==> config.mk <==
export PLATFORM = sky130hd
export DESIGN_NAME = pci_parity_unit
export DESIGN_NICKNAME = d
export VERILOG_FILES = /design/src/rtl/pci_par_pkg.sv /design/src/rtl/pci_par_tree.sv /design/src/rtl/pci_par_drive.sv /design/src/rtl/pci_par_check.sv /design/src/rtl/pci_parity_unit.sv
export SDC_FILE = /design/constraint.sdc
export NUM_CORES = 1
export LEC_CHECK = 0
export BUFFER_PORTS_ARGS = -buffer_cell sky130_fd_sc_hd__buf_2
export CORE_UTILIZATION = 33
export CTS_CLUSTER_DIAMETER = 30
export DETAILED_ROUTE_END_ITERATION = 7
export GPL_ROUTABILITY_DRIVEN = 0
export PLACE_DENSITY = 0.83
export SLEW_MARGIN = 20
export SYNTH_ARGS = -nofsm -noshare
export SYNTH_HDL_FRONTEND = slang
export SYNTH_SLANG_ARGS = --single-unit
==> constraint.sdc <==
create_clock -name clk -period 1.8 [get_ports clk]
set_input_delay 0.27 -clock clk [delete_from_list [all_inputs] [get_ports clk]]
set_output_delay 0.27 -clock clk [all_outputs]
set_load 0.02 [all_outputs]
==> src/rtl/pci_par_pkg.sv <==
package pci_par_pkg;
  localparam int AD_W  = 32;
  localparam int CBE_W = 4;
  localparam int LANE  = 8;

  typedef struct packed {
    logic pend;
    logic parity;
  } chk_stage_t;
endpackage

==> src/rtl/pci_par_tree.sv <==
module pci_par_tree #(
  parameter int AD_W  = 32,
  parameter int CBE_W = 4,
  parameter int LANE  = 8
) (
  input  logic [AD_W-1:0]  ad,
  input  logic [CBE_W-1:0] cbe,
  output logic             parity
);
  localparam int NLANE = AD_W / LANE;

  logic [NLANE-1:0] lane_par;

  genvar g;
  generate
    for (g = 0; g < NLANE; g++) begin : g_lane
      assign lane_par[g] = ^ad[g*LANE +: LANE];
    end
  endgenerate

  // Even parity: the parity bit equals the XOR of every covered bit.
  assign parity = (^lane_par) ^ (^cbe);
endmodule

==> src/rtl/pci_par_drive.sv <==
module pci_par_drive (
  input  logic clk,
  input  logic rst,
  input  logic par_now,
  input  logic oe_now,
  output logic par_q,
  output logic oe_q
);
  always_ff @(posedge clk) begin
    if (rst) begin
      par_q <= 1'b0;
      oe_q  <= 1'b0;
    end else begin
      par_q <= par_now;
      oe_q  <= oe_now;
    end
  end

  p_oe_follow_r3: assert property (@(posedge clk) disable iff (rst)
    !$past(rst) |-> oe_q == $past(oe_now));
endmodule

==> src/rtl/pci_par_check.sv <==
module pci_par_check
  import pci_par_pkg::*;
(
  input  logic clk,
  input  logic rst,
  input  logic par_now,
  input  logic par_bus,
  input  logic tgt,
  input  logic wr,
  input  logic irdy_n,
  input  logic trdy_n,
  input  logic clr,
  input  logic irq_en,
  output logic sts_q,
  output logic irq_q
);
  chk_stage_t stg;
  logic       hit;
  logic       sts_d;

  always_ff @(posedge clk) begin
    if (rst) begin
      stg <= '0;
    end else begin
      stg.pend   <= tgt & wr & ~irdy_n & ~trdy_n;
      stg.parity <= par_now;
    end
  end

  assign hit   = stg.pend & (stg.parity ^ par_bus);
  assign sts_d = hit | (sts_q & ~clr);

  always_ff @(posedge clk) begin
    if (rst) begin
      sts_q <= 1'b0;
      irq_q <= 1'b0;
    end else begin
      sts_q <= sts_d;
      irq_q <= sts_d & irq_en;
    end
  end

  p_sticky_r6: assert property (@(posedge clk) disable iff (rst)
    (sts_q && !clr) |=> sts_q);
  p_set_needs_phase_r5: assert property (@(posedge clk) disable iff (rst)
    (!$past(rst) && $rose(sts_q)) |-> $past(stg.pend));
  p_irq_implies_flag_r7: assert property (@(posedge clk) disable iff (rst)
    irq_q |-> sts_q);
endmodule

==> src/rtl/pci_parity_unit.sv <==
module pci_parity_unit
  import pci_par_pkg::*;
(
  input  logic             clk,
  input  logic             rst,
  input  logic [AD_W-1:0]  ad_i,
  input  logic [CBE_W-1:0] cbe_i,
  input  logic             ad_oe_i,
  input  logic             par_i,
  input  logic             is_target_i,
  input  logic             is_write_i,
  input  logic             irdy_n_i,
  input  logic             trdy_n_i,
  input  logic             err_clr_i,
  input  logic             irq_en_i,
  output logic             par_o,
  output logic             par_oe_o,
  output logic             perr_sts_o,
  output logic             irq_o
);
  logic par_now;

  pci_par_tree #(.AD_W(AD_W), .CBE_W(CBE_W), .LANE(LANE)) u_tree (
    .ad(ad_i), .cbe(cbe_i), .parity(par_now));

  pci_par_drive u_drive (
    .clk(clk), .rst(rst), .par_now(par_now), .oe_now(ad_oe_i),
    .par_q(par_o), .oe_q(par_oe_o));

  pci_par_check u_check (
    .clk(clk), .rst(rst), .par_now(par_now), .par_bus(par_i),
    .tgt(is_target_i), .wr(is_write_i), .irdy_n(irdy_n_i), .trdy_n(trdy_n_i),
    .clr(err_clr_i), .irq_en(irq_en_i), .sts_q(perr_sts_o), .irq_q(irq_o));

  p_even_delayed_r2: assert property (@(posedge clk) disable iff (rst)
    !$past(rst) |-> ($countones({$past(ad_i), $past(cbe_i), par_o}) % 2) == 0);
  p_reset_clears_r8: assert property (@(posedge clk)
    $past(rst) |-> !par_o && !par_oe_o && !perr_sts_o && !irq_o);
endmodule

# [Word-level counts from Yosys, hierarchy flattened]
# Cells that the tools add are included.
[totals] register_bits=5 latch_bits=0 mem_bits_rw=0 romBits=0 inputBits=46 output_inout_bits=4 mem_count=0
[op_classes] add_sub_neg=0 n_mul=0 div=0 magnitude_cmp=0 n_eq_ne=0 shift=0 n_mux=0 bitwise_logic=12 reduce_logical=6
[ops] op="$reduce_xor 8->1" n=4
[ops] op="$reduce_xor 4->1" n=2
[ops] op="$and 1x1->1" n=6
[ops] op="$not 1->1" n=3
[ops] op="$xor 1x1->1" n=2
[ops] op="$or 1x1->1" n=1

# [Longest topological paths before layout]
[depth] ltp_word=4 ltp_mapped=5

# [Modules after synthesis]
# Synthesis repeated with hierarchy kept, for this count alone.
[unflattened] hier_cells=52 area_unflattened_um2=514.2
[modules_own_cells] mod="pci_par_tree" n_inst=1 cells_each=34 area_per_inst_um2=311.5
[modules_own_cells] mod="pci_par_check" n_inst=1 cells_each=14 area_per_inst_um2=150.1
[modules_own_cells] mod="pci_par_drive" n_inst=1 cells_each=4 area_per_inst_um2=52.6

# [Worst setup path before layout]
# OpenSTA, ideal clock, no wires.
[synth_path] path_kind="input to register" start="in ad_i[26]" end="reg u_check.stg[0] (netlist bit)" t_arrival_ns=1.429 required_time_ns=1.679 setup_slack_ns=0.250 stages=5 n_path_buf=0 cell_sequence="xor2_1 > xnor2_1 > xnor2_1 > xnor3_1 > mux2_4"
[synth_between] elab_chain_len=3
[synth_lines] item="start, declared" line_no="pci_parity_unit.sv:6" text="input logic [AD_W-1:0] ad_i,"
[synth_lines] item="$reduce_xor 8->1" line_no="pci_par_tree.sv:17" text="assign lane_par[g] = ^ad[g*LANE +: LANE];"
[synth_lines] item="$reduce_xor 4->1" line_no="pci_par_tree.sv:22" text="assign parity = (^lane_par) ^ (^cbe);"
[synth_lines] item="$xor 1x1->1" line_no="pci_par_tree.sv:22"
[synth_lines] item="end, declared" line_no="pci_par_check.sv:17" text="chk_stage_t stg;"
# No other way between the ends.
# A chain may end at the register's enable or synchronous reset.

# [Final worst setup path]
[layout_path] start="in ad_i[30]" end="reg u_check.stg[0] (netlist bit)"
# Same word-level chain as after synthesis.

==> flow_metrics.tcl <==
set metrics [dict create \
    status "complete, no violations" \
    cp.required_ns 1.93 \
    synth_area_leaders "xnor2_1 49%, dfxtp_1 21%, xnor3_1 9.4%" \
    yosysWarnings 0 \
    grt_antenna_before_repair 0 \
    synth-seq-cells 5 \
    hold_buffers 0 \
    yosysMostFrequentCell "xnor2_1" \
    post_cts_buffers 0 \
    netlist_top_cells_count "27 x xnor2_1, 5 x dfxtp_1, 4 x xor2_1" \
    std_cell_rows 13 \
    critPathKind "input port to register" \
    grt_pass1_wl_microns 1430 \
    setup_viol 0 \
    period_share_pct 83.1 \
    numCtsBuffers 3 \
    cap_viol_max_count 0 \
    hold_viol 0 \
    ir_drop_mv 0.290 \
    syn-cell-area_sq_um 479 \
    crit_path_end_kind "register" \
    grt_pass1_vias 402 \
    vias 496 \
    stdcell_count 116 \
    io_buffers 49 \
    initialDrtViolationCount 5 \
    fill_cells 124 \
    placed_cells 112 \
    area_growth_syn_to_layout_pct 60.6 \
    hold_path.class "input port to register" \
    grtUsageTotal_pct 13.9 \
    ff2ff_setup_slack_ns 0.89 \
    tns_ns 0 \
    finalCriticalPeriod_ns 1.50 \
    p_leak_nw 0.383 \
    numClockSinks 5 \
    grt_overflow 0 \
    slew_viol_final 0 \
    worst_slew_pin_slew_ns 0.199 \
    layout.nets 148 \
    wl_per_cell_microns 9.03 \
    synthArstFlopShare_pct 0 \
    syn-num-nets 94 \
    maxSlewHeadroom_pct 86.6 \
    power.density_nw_per_um2 772 \
    initial_utilization_pct 35.9 \
    worstPathArrival_ns 1.62 \
    syn_inst 48 \
    cts_tree "done" \
    synthFlopType "dfxtp_1" \
    top_layer "met4" \
    synthDistinctLibCells 11 \
    drive_gt1_share_pct 52.5 \
    insertion_delay_ns 0.24 \
    die_area_sq_um 1610 \
    post_cts_resized 0 \
    rr_worst_depth 4 \
    syn_avg_cell_area_sq_um 9.98 \
    fin_skew_ns 0.00401 \
    die_w_microns 40.1 \
    max_freq_mhz 669 \
    hpwl_microns 934 \
    pin_count 50 \
    path_clk_slew_ns 0.05 \
    cts-root-buf "clkbuf_4" \
    clock_path_buffers 2 \
    yosys.area.top_type "xnor2_1" \
    ant_nets 0 \
    crit_fanout 1 \
    start_kind "input port" \
    synth_enable_flop_cells 0 \
    routed_via_density 4.28 \
    drc 0 \
    sequential_cell_area_sq_um 100 \
    rsz0062_at_grt "no" \
    wl_met1_microns 348 \
    synth_top_area_share_pct 49.3 \
    antennaDiodeCount 0 \
    hold_depth 2 \
    core_sq_um 1330 \
    firstDrtPassIters 4 \
    met3_length_microns 76 \
    multi_input_area_sq_um 379 \
    grt_max_degree 6 \
    h-tree-depth 1 \
    ys_seq_area_share_pct 20.9 \
    die_h_microns 40.1 \
    routed_wl_microns 1050 \
    wl_met2_microns 618 \
]
==> placed cells by master, fill, tap and decap left out <==
| cell type | count |
|---|---|
| xnor3_1 | 2 |
| nor2_1 | 2 |
| xor2_1 | 4 |
| and2_1 | 1 |
| nand2_1 | 1 |
| xnor2_1 | 27 |
| clkbuf_1 | 1 |
| nor2b_1 | 3 |
| dfxtp_1 | 5 |
| mux2_4 | 1 |
| clkbuf_4 | 3 |
| buf_2 | 49 |
| a21oi_1 | 1 |
| nor4_1 | 1 |
==> kinds of logic after synthesis <==
logic type       Yosys count  synth area share [%]
AO/OA/AOI/OAI              1                  1.04
multiplexers               1                  3.13
AND/OR/NAND/NOR            8                  8.88
flip-flops                 5                  20.9
XOR/XNOR                  33                  66.1
==> routing by layer <==
| layer | vias to the layer above | GRT usage, % |
|---|---|---|
| li1 | 257 | - |
| met1 | 214 | 13.0 |
| met2 | 23 | 25.8 |
| met3 | 2 | 5.00 |
| met4 | 0 | 7.76 |
| met5 | - | 0 |
==> layout make-up <==
class	count	area share (%)
Sequential cell	5	13.0
Tap cell	15	2.44
Timing Repair Buffer	49	31.9
Clock buffer	4	3.41
Multi-Input combinational cell	43	49.3
==> worst max-delay path: stages <==
cell	delay, ns
buf_2	0.10
xnor2_1	0.20
xnor2_1	0.16
xnor2_1	0.15
xnor3_1	0.44
mux2_4	0.30
==> final timing paths <==
path	startpoint	endpoint
worst max-delay path	ad_i[30]	u_check.stg[0]$_SDFF_PP0_
worst min-delay path	irdy_n_i	u_check.stg[1]$_SDFF_PP0_
worst max register to register	u_check.stg[0]$_SDFF_PP0_	u_check.irq_q$_SDFF_PP0_
worst min register to register	u_check.stg[1]$_SDFF_PP0_	u_check.sts_q$_SDFF_PP0_
==> report_power, final <==
| group | leakage, nW | internal (W) | switching [W] |
|---|---|---|---|
| clock network | 0.0150 | 0.0000839 | 0.0000477 |
| registers | 0.0409 | 0.000124 | 0.00000625 |
| logic | 0.328 | 0.000214 | 0.000118 |
==> metrics by stage <==
| step | util (%) | power, W | cell area (sq um) | worst slack [ns] | hold WS, ns |
|---|---|---|---|---|---|
| final | 57.7 | 0.000594 | 769 | 0.305 | 0.181 |
| after global routing | 57.7 | 0.000639 | 769 | 0.237 | 0.170 |
| after CTS | 57.7 | 0.000604 | 769 | 0.282 | 0.178 |
| after detailed placement | 55.7 | 0.000470 | 743 | 0.0389 | 0.435 |
| after global placement | 55.7 | 0.000459 | 743 | 0.111 | 0.434 |
| after floorplan | - | 0.000380 | 479 | 0.250 | 0.342 |
==> sequential cells by signal, summed over array words and instances, names as in the netlist <==
| name | cells |
|---|---|
| u_check.stg | 2 |
| u_check.irq_q | 1 |
| u_drive.oe_q | 1 |
| u_check.sts_q | 1 |
Power figures use the tool's default switching activity.
